--- src/rtl/dtr_pkg.sv ---
package dtr_pkg;

    typedef enum logic [2:0] {
        P_IDLE   = 3'd0,
        P_HEAD   = 3'd1,
        P_SHIELD = 3'd2,
        P_GAP    = 3'd3,
        P_ACTIVE = 3'd4,
        P_TAIL   = 3'd5
    } parse_state_t;

    typedef enum logic {
        H_ODD  = 1'b0,
        H_EVEN = 1'b1
    } half_t;

endpackage

--- src/rtl/dtr_line_parser.sv ---
module dtr_line_parser
    import dtr_pkg::*;
#(
    parameter int ISO_HEAD = 5,
    parameter int SHIELD   = 16,
    parameter int ISO_GAP  = 2,
    parameter int PAIRS    = 256
) (
    input  logic clk,
    input  logic rst_n,
    input  logic in_valid,
    input  logic in_start,
    output logic sh_stb,
    output logic sh_first,
    output logic sh_last,
    output logic act_stb,
    output logic act_first,
    output logic act_last
);
    localparam int CNT_W = $clog2(ISO_HEAD + SHIELD + ISO_GAP + PAIRS + 1);

    parse_state_t state_q, state_n, eff_st;
    logic [CNT_W-1:0] cnt_q, cnt_n, eff_cnt;

    assign eff_st  = in_start ? P_HEAD : state_q;
    assign eff_cnt = in_start ? '0 : cnt_q;

    always_ff @(posedge clk) begin
        if (!rst_n) begin
            state_q <= P_IDLE;
            cnt_q   <= '0;
        end else begin
            state_q <= state_n;
            cnt_q   <= cnt_n;
        end
    end

    always_comb begin
        state_n = state_q;
        cnt_n   = cnt_q;
        if (in_valid) begin
            unique case (eff_st)
                P_IDLE: begin
                    state_n = P_IDLE;
                end
                P_HEAD: begin
                    if (eff_cnt == CNT_W'(ISO_HEAD - 1)) begin
                        state_n = P_SHIELD;
                        cnt_n   = '0;
                    end else begin
                        state_n = P_HEAD;
                        cnt_n   = eff_cnt + 1'b1;
                    end
                end
                P_SHIELD: begin
                    if (eff_cnt == CNT_W'(SHIELD - 1)) begin
                        state_n = P_GAP;
                        cnt_n   = '0;
                    end else begin
                        state_n = P_SHIELD;
                        cnt_n   = eff_cnt + 1'b1;
                    end
                end
                P_GAP: begin
                    if (eff_cnt == CNT_W'(ISO_GAP - 1)) begin
                        state_n = P_ACTIVE;
                        cnt_n   = '0;
                    end else begin
                        state_n = P_GAP;
                        cnt_n   = eff_cnt + 1'b1;
                    end
                end
                P_ACTIVE: begin
                    if (eff_cnt == CNT_W'(PAIRS - 1)) begin
                        state_n = P_TAIL;
                        cnt_n   = '0;
                    end else begin
                        state_n = P_ACTIVE;
                        cnt_n   = eff_cnt + 1'b1;
                    end
                end
                P_TAIL: begin
                    state_n = P_TAIL;
                end
                default: begin
                    state_n = P_IDLE;
                    cnt_n   = '0;
                end
            endcase
        end
    end

    always_comb begin
        sh_stb    = in_valid && (eff_st == P_SHIELD);
        sh_first  = (eff_cnt == '0);
        sh_last   = (eff_cnt == CNT_W'(SHIELD - 1));
        act_stb   = in_valid && (eff_st == P_ACTIVE);
        act_first = (eff_cnt == '0);
        act_last  = (eff_cnt == CNT_W'(PAIRS - 1));
    end

endmodule

--- src/rtl/dtr_dark_acc.sv ---
module dtr_dark_acc #(
    parameter int IN_W   = 12,
    parameter int SHIELD = 16
) (
    input  logic            clk,
    input  logic            rst_n,
    input  logic            stb,
    input  logic            first,
    input  logic            last,
    input  logic [IN_W-1:0] smp,
    output logic [IN_W-1:0] dark
);
    localparam int SH_LOG = $clog2(SHIELD);
    localparam int ACC_W  = IN_W + SH_LOG;

    logic [ACC_W-1:0] acc_q, acc_sum;

    assign acc_sum = (first ? '0 : acc_q) + ACC_W'(smp);

    always_ff @(posedge clk) begin
        if (!rst_n) begin
            acc_q <= '0;
            dark  <= '0;
        end else if (stb) begin
            acc_q <= acc_sum;
            if (last) begin
                dark <= acc_sum[ACC_W-1:SH_LOG];
            end
        end
    end

endmodule

--- src/rtl/dtr_tap_corr.sv ---
module dtr_tap_corr #(
    parameter int IN_W   = 12,
    parameter int OUT_W  = 12,
    parameter int GAIN_W = 10
) (
    input  logic              clk,
    input  logic              rst_n,
    input  logic              smp_stb,
    input  logic [IN_W-1:0]   smp,
    input  logic [IN_W-1:0]   dark,
    input  logic [GAIN_W-1:0] gain,
    output logic              pix_vld,
    output logic [OUT_W-1:0]  pix
);
    localparam int FRAC   = GAIN_W - 1;
    localparam int PROD_W = IN_W + GAIN_W;
    localparam logic [PROD_W-1:0] HALF   = PROD_W'(1) << (FRAC - 1);
    localparam logic [PROD_W-1:0] MAXOUT = (PROD_W'(1) << OUT_W) - PROD_W'(1);

    logic              s1_vld;
    logic [IN_W-1:0]   diff_q;
    logic [PROD_W-1:0] prod, scaled;

    always_ff @(posedge clk) begin
        if (!rst_n) begin
            s1_vld <= 1'b0;
            diff_q <= '0;
        end else begin
            s1_vld <= smp_stb;
            if (smp_stb) begin
                diff_q <= (smp > dark) ? (smp - dark) : '0;
            end
        end
    end

    assign prod   = PROD_W'(diff_q) * PROD_W'(gain) + HALF;
    assign scaled = prod >> FRAC;

    always_ff @(posedge clk) begin
        if (!rst_n) begin
            pix_vld <= 1'b0;
            pix     <= '0;
        end else begin
            pix_vld <= s1_vld;
            if (s1_vld) begin
                pix <= (scaled > MAXOUT) ? MAXOUT[OUT_W-1:0] : scaled[OUT_W-1:0];
            end
        end
    end

endmodule

--- src/rtl/dtr_pair_fifo.sv ---
module dtr_pair_fifo #(
    parameter int W     = 26,
    parameter int DEPTH = 16
) (
    input  logic                        clk,
    input  logic                        rst_n,
    input  logic                        push,
    input  logic [W-1:0]                wdata,
    input  logic                        pop,
    output logic [W-1:0]                head,
    output logic [$clog2(DEPTH+1)-1:0]  count,
    output logic                        overflow
);
    localparam int PTR_W = $clog2(DEPTH);
    localparam int CNT_W = $clog2(DEPTH + 1);

    logic [W-1:0]     mem [DEPTH];
    logic [PTR_W-1:0] wr_q, rd_q;
    logic             full, push_ok, pop_ok;

    assign full    = (count == CNT_W'(DEPTH));
    assign pop_ok  = pop && (count != '0);
    assign push_ok = push && (!full || pop_ok);
    assign head    = mem[rd_q];

    always_ff @(posedge clk) begin
        if (push_ok) begin
            mem[wr_q] <= wdata;
        end
    end

    always_ff @(posedge clk) begin
        if (!rst_n) begin
            wr_q     <= '0;
            rd_q     <= '0;
            count    <= '0;
            overflow <= 1'b0;
        end else begin
            if (push_ok) begin
                wr_q <= (wr_q == PTR_W'(DEPTH - 1)) ? '0 : wr_q + 1'b1;
            end
            if (pop_ok) begin
                rd_q <= (rd_q == PTR_W'(DEPTH - 1)) ? '0 : rd_q + 1'b1;
            end
            count <= count + CNT_W'(push_ok) - CNT_W'(pop_ok);
            if (push && !push_ok) begin
                overflow <= 1'b1;
            end
        end
    end

endmodule

--- src/rtl/dual_tap_reassembler.sv ---
module dual_tap_reassembler
    import dtr_pkg::*;
#(
    parameter int N_PIX      = 512,
    parameter int IN_W       = 12,
    parameter int OUT_W      = 12,
    parameter int GAIN_W     = 10,
    parameter int ISO_HEAD   = 5,
    parameter int SHIELD     = 16,
    parameter int ISO_GAP    = 2,
    parameter int FIFO_DEPTH = 16
) (
    input  logic              clk,
    input  logic              rst_n,
    input  logic              in_valid,
    input  logic              in_start,
    input  logic [IN_W-1:0]   tap_odd,
    input  logic [IN_W-1:0]   tap_even,
    input  logic [GAIN_W-1:0] gain_odd,
    input  logic [GAIN_W-1:0] gain_even,
    output logic              out_valid,
    input  logic              out_ready,
    output logic [OUT_W-1:0]  out_data,
    output logic              out_sol,
    output logic              out_eol,
    output logic              overflow
);
    localparam int PAIRS   = N_PIX / 2;
    localparam int ENTRY_W = 2 * OUT_W + 2;
    localparam int CNT_W   = $clog2(FIFO_DEPTH + 1);

    logic sh_stb, sh_first, sh_last, act_stb, act_first, act_last;
    logic [IN_W-1:0]   smp_a  [2];
    logic [GAIN_W-1:0] gain_a [2];
    logic [IN_W-1:0]   dark_a [2];
    logic [OUT_W-1:0]  pix_a  [2];
    logic              pvld_a [2];

    assign smp_a[0]  = tap_odd;
    assign smp_a[1]  = tap_even;
    assign gain_a[0] = gain_odd;
    assign gain_a[1] = gain_even;

    dtr_line_parser #(
        .ISO_HEAD(ISO_HEAD), .SHIELD(SHIELD), .ISO_GAP(ISO_GAP), .PAIRS(PAIRS)
    ) u_parser (
        .clk(clk), .rst_n(rst_n), .in_valid(in_valid), .in_start(in_start),
        .sh_stb(sh_stb), .sh_first(sh_first), .sh_last(sh_last),
        .act_stb(act_stb), .act_first(act_first), .act_last(act_last)
    );

    for (genvar gt = 0; gt < 2; gt++) begin : g_tap
        dtr_dark_acc #(.IN_W(IN_W), .SHIELD(SHIELD)) u_dark (
            .clk(clk), .rst_n(rst_n), .stb(sh_stb), .first(sh_first),
            .last(sh_last), .smp(smp_a[gt]), .dark(dark_a[gt])
        );
        dtr_tap_corr #(.IN_W(IN_W), .OUT_W(OUT_W), .GAIN_W(GAIN_W)) u_corr (
            .clk(clk), .rst_n(rst_n), .smp_stb(act_stb), .smp(smp_a[gt]),
            .dark(dark_a[gt]), .gain(gain_a[gt]),
            .pix_vld(pvld_a[gt]), .pix(pix_a[gt])
        );
    end

    // line-position flags travel alongside the two correction stages
    logic f1_first, f1_last, f2_first, f2_last;
    always_ff @(posedge clk) begin
        if (!rst_n) begin
            f1_first <= 1'b0;
            f1_last  <= 1'b0;
            f2_first <= 1'b0;
            f2_last  <= 1'b0;
        end else begin
            f1_first <= act_stb && act_first;
            f1_last  <= act_stb && act_last;
            f2_first <= f1_first;
            f2_last  <= f1_last;
        end
    end

    logic               pair_push, pair_pop;
    logic [ENTRY_W-1:0] pair_w, pair_head;
    logic [CNT_W-1:0]   fifo_cnt;

    assign pair_push = pvld_a[0] && pvld_a[1];
    assign pair_w    = {f2_first, f2_last, pix_a[0], pix_a[1]};

    dtr_pair_fifo #(.W(ENTRY_W), .DEPTH(FIFO_DEPTH)) u_fifo (
        .clk(clk), .rst_n(rst_n), .push(pair_push), .wdata(pair_w),
        .pop(pair_pop), .head(pair_head), .count(fifo_cnt), .overflow(overflow)
    );

    half_t half_q, half_n;

    always_ff @(posedge clk) begin
        if (!rst_n) begin
            half_q <= H_ODD;
        end else begin
            half_q <= half_n;
        end
    end

    always_comb begin
        out_valid = (fifo_cnt != '0);
        half_n    = half_q;
        pair_pop  = 1'b0;
        unique case (half_q)
            H_ODD: begin
                out_data = pair_head[2*OUT_W-1:OUT_W];
                out_sol  = pair_head[ENTRY_W-1];
                out_eol  = 1'b0;
                if (out_valid && out_ready) begin
                    half_n = H_EVEN;
                end
            end
            H_EVEN: begin
                out_data = pair_head[OUT_W-1:0];
                out_sol  = 1'b0;
                out_eol  = pair_head[ENTRY_W-2];
                if (out_valid && out_ready) begin
                    half_n   = H_ODD;
                    pair_pop = 1'b1;
                end
            end
            default: begin
                out_data = '0;
                out_sol  = 1'b0;
                out_eol  = 1'b0;
            end
        endcase
    end

endmodule

--- config.mk ---
export PLATFORM = sky130hd
export DESIGN_NAME = dual_tap_reassembler
export DESIGN_NICKNAME = d
export VERILOG_FILES = /design/src/rtl/dtr_pkg.sv /design/src/rtl/dtr_line_parser.sv /design/src/rtl/dtr_dark_acc.sv /design/src/rtl/dtr_tap_corr.sv /design/src/rtl/dtr_pair_fifo.sv /design/src/rtl/dual_tap_reassembler.sv
export SDC_FILE = /design/constraint.sdc
export NUM_CORES = 1
export LEC_CHECK = 0
export BUFFER_PORTS_ARGS = -buffer_cell sky130_fd_sc_hd__buf_4
export CORE_MARGIN = 10
export CORE_UTILIZATION = 50
export CTS_BUF_LIST = sky130_fd_sc_hd__clkbuf_8
export DETAILED_ROUTE_END_ITERATION = 8
export PLACE_DENSITY = 0.65
export SYNTH_ARGS = -nofsm -noshare
export SYNTH_HDL_FRONTEND = slang
export SYNTH_HIERARCHICAL = 1
export SYNTH_SLANG_ARGS = --single-unit
--- constraint.sdc ---
create_clock -name clk -period 7.2 [get_ports clk]
set_input_delay 1.08 -clock clk [delete_from_list [all_inputs] [get_ports clk]]
set_output_delay 1.08 -clock clk [all_outputs]
set_load 0.05 [all_outputs]
==> flow_summary.ini <==
[critical_path]
cp.arrival_ns = 6.38
critPathMostFrequentCell = fa_1
endpoint_kind = flip-flop
critPathTopFamily = adder cells
crit_chain = nand2_1 > fa_1 > inv_1 > fa_1 > fa_1 > fa_1 > inv_1 > fa_1 > inv_1 > ha_1 > nand3_1 > a2111oi_2 > or3_4 > o21ai_2 > o32ai_2 > o31ai_1
cp.required_ns = 7.72
crit_path_start_kind = flip-flop
cp_num_buf_inv = 3
cp_max_fo = 12
cp_slowest_cell = o32ai_2
slowest_delay_ns = 0.69
critical_path_class = flip-flop to flip-flop

[layout]
nFillCells = 5451
nets = 3088
final_layout_size_suffix_gt1_frac = 0.125
regArea_um2 = 15400
multi_input_area_um2 = 15800
area_delta_synth_final_pct = 8.94
fin_util = 0.551

[global_route]
busiest_layer = met2
antenna_found_initial = 1
use_met1 = 0.267
grt.total_usage = 0.201
grt_max_degree = 105
grt_overflow = 0
grtUsageMet2 = 0.339
grt.met3_usage = 0.0362
grt_pass1_vias = 22355
grt_pass1_wl_mm = 121

[place]
place.detailed.hpwl_mm = 48.9
numPortBuffers = 64
gp_congestion = 0.879

[pwr]
swShare = 0.224
power.density_nw_per_um2 = 177
peakVddDrop_v = 0.000128
power_mw = 6.31
p_sw_mw = 1.41
comb_power_share = 0.027
seqPwrFrac = 0.541
leakagePower_nw = 12.9
clockPowerShare = 0.432
p_int_mw = 4.90

[yosys]
synth_cell_types = 101
syn_inst = 2646
ys_ff_latch = 559
synthSimpleGateAreaFrac = 0.115
avgSynthCellArea_um2 = 12.4
synth_xor_area_frac = 0.0142
synth_edf_count = 416
synth-compound-area-share = 0.0965
ys.flop_type = edfxtp_1
yosysTopAreaCell = edfxtp_1
synthMuxAreaShare = 0.0856
synth_top_family_by_area = adder cells
synthTopCellsByArea = edfxtp_1 38%, fa_1 10%, dfxtp_1 8.7%
synth.most_common_cell = edfxtp_1
synth-seq-area-share = 0.469
yosysWarnings = 6
synth_top_area_share = 0.381
syn_nets = 3043
synth_area_um2 = 32700
synthTopCellsByCount = 416 x edfxtp_1, 244 x inv_1, 231 x nand2_1
async_flop_share = 0
synth_fa_ha_area_frac = 0.170

[floorplanning]
ios = 65
die_y_um = 276
core_um2 = 64700
initial_core_util = 0.506
fp.dieW_um = 276
rows = 93
design.die.area_um2 = 76100

[drt]
drt-vias-per-instance = 5.83
first_pass_iters = 5
route.detailed.drc = 0
drtIter0Drc = 1719
final_antenna_net_count = 0
drt_wl_total_mm = 74.9
route.vias.total = 21153
wire_per_inst_um = 20.6

[clocking]
numCtsBuffers = 93
cts_hold_buf = 0
cts_tree = done
clk_latency_ns = 0.71
post_cts_resized = 0
clkTransAtPathRegs_ns = 0.05
cts_setup_buffers = 0
cts.path.max_buffers = 3
ctsHtreeMaxLevel = 3
root_buffer = clkbuf_8
cts.sinks = 559

[run_status]
status = completed

[timing]
drv_slew = 0
fin_crit_ns = 5.86
slew_headroom = 0.294
fin_crit_sh = 0.814
worst_clock_skew_ns = 0.0426
setup_tns_ns = 0
timing.fmax_mhz = 171
rsz0062_at_grt = false
finalSetupViolations = 0
worst_pin_slew_ns = 1.06
final-hold-violation-count = 0

[hold_path]
hold_path_class = flip-flop to flip-flop

[flow_run]
cap_viol_max_count = 0
==> stage by stage <==
step / hold slack (ns) / cells / setup WS [ns] / area (um2)
floorplan: 0.406 / 2646 / 1.28 / 32700
global placement: 0.450 / 3451 / 0.866 / 33800
detailed placement: 0.450 / 3451 / 0.760 / 33800
CTS: 0.458 / 3626 / 1.30 / 35700
global route: 0.474 / 3627 / 0.911 / 35700
finish: 0.456 / 3627 / 1.34 / 35700
==> path summary, 6_finish.rpt <==
path	start	end	slack [ns]	depth (start not counted)
worst min register to register	g_tap[1].u_dark/dark[2]	g_tap[1].u_dark/dark[2]	0.46	2
worst min-delay path	g_tap[1].u_dark/dark[2]	g_tap[1].u_dark/dark[2]	0.46	2
worst max register to register	g_tap[0].u_corr/diff_q[10]	g_tap[0].u_corr/pix[3]	1.34	16
worst max-delay path	g_tap[0].u_corr/diff_q[10]	g_tap[0].u_corr/pix[3]	1.34	16
==> worst reg2reg max path, stage by stage (launching register included) <==
cell and delay [ns]:
dfxtp_1 0.61, nand2_1 0.16, fa_1 0.55, inv_1 0.05, fa_1 0.49, fa_1 0.52, fa_1 0.49, inv_1 0.05
fa_1 0.47, inv_1 0.04, ha_1 0.39, nand3_1 0.23, a2111oi_2 0.43, or3_4 0.23, o21ai_2 0.08, o32ai_2 0.69
o31ai_1 0.19
==> logic make-up (layout without fill, tap and decap cells) <==
group,after synthesis,count (layout)
mux,135,135
simple gates,728,728
other cells,0,1
compound gates,439,439
fa+ha+maj,348,348
flops,559,559
buf+inv,384,509
xor+xnor,53,53
==> sequential cells by signal (all words and copies together), names as in the netlist, 5 cells and up, named ones only <==
| register | flops |
|---|---|
| u_fifo/mem | 416 |
| g_tap.u_corr/diff_q | 24 |
| u_parser/cnt_q | 9 |
| u_fifo/count | 5 |
| g_tap.u_dark/dark | 24 |
| g_tap.u_dark/acc_q | 32 |
| g_tap.u_corr/pix | 24 |
==> routing by layer <==
layer,share of wire,up-vias
met3,0.062,104
met2,0.49,648
met4,0.016,0
met1,0.43,10672
met5,0,-
li1,-,9729
==> cells in the final DEF (no fill, tap or decap), types with 11 or more instances in the layout <==
master | synthesis | routed
clkinv_1 | 4 | 14
o21bai_1 | 11 | 11
o21a_1 | 15 | 15
a22oi_1 | 58 | 58
mux2i_1 | 19 | 19
ha_1 | 185 | 185
and2_1 | 140 | 138
nand2b_1 | 17 | 17
inv_1 | 244 | 288
nand2_1 | 231 | 231
xnor2_1 | 33 | 33
nand3b_1 | 17 | 17
dfxtp_1 | 143 | 141
a21o_1 | 18 | 18
nand4_1 | 13 | 13
nand3_1 | 66 | 66
nor2_1 | 79 | 77
mux2_2 | 12 | 12
o21ai_0 | 67 | 67
buf_4 | 4 | 85
a21oi_1 | 94 | 94
o2111ai_1 | 14 | 14
and3_1 | 21 | 17
mux4_1 | 36 | 36
xor2_1 | 20 | 20
mux4_2 | 68 | 68
fa_1 | 163 | 163
nor3_1 | 31 | 30
edfxtp_1 | 416 | 416
o31ai_1 | 20 | 20
nor2b_1 | 65 | 63
o211ai_1 | 30 | 30
clkbuf_8 | 0 | 101
==> power by group through the flow <==
stage / registers [mW] / clock network, mW / logic (mW)
finish: 3.42 / 2.72 / 0.171
global route: 3.41 / 2.94 / 0.189
CTS: 3.42 / 2.79 / 0.170
detailed placement: 3.48 / 0 / 0.169
global placement: 3.48 / 0 / 0.165
floorplan: 3.48 / 0 / 0.108
==> area by class of cell <==
class | count | share of cell area
repair buffers | 86 | 0.0184
clock inverters | 74 | 0.0125
flip-flops and latches | 559 | 0.431
diodes | 1 | 0.0000701
multi-input cells | 1703 | 0.443
inverters | 248 | 0.0261
clock buffers | 101 | 0.0390
well taps | 855 | 0.0300
(Power assumes the default switching activity.)
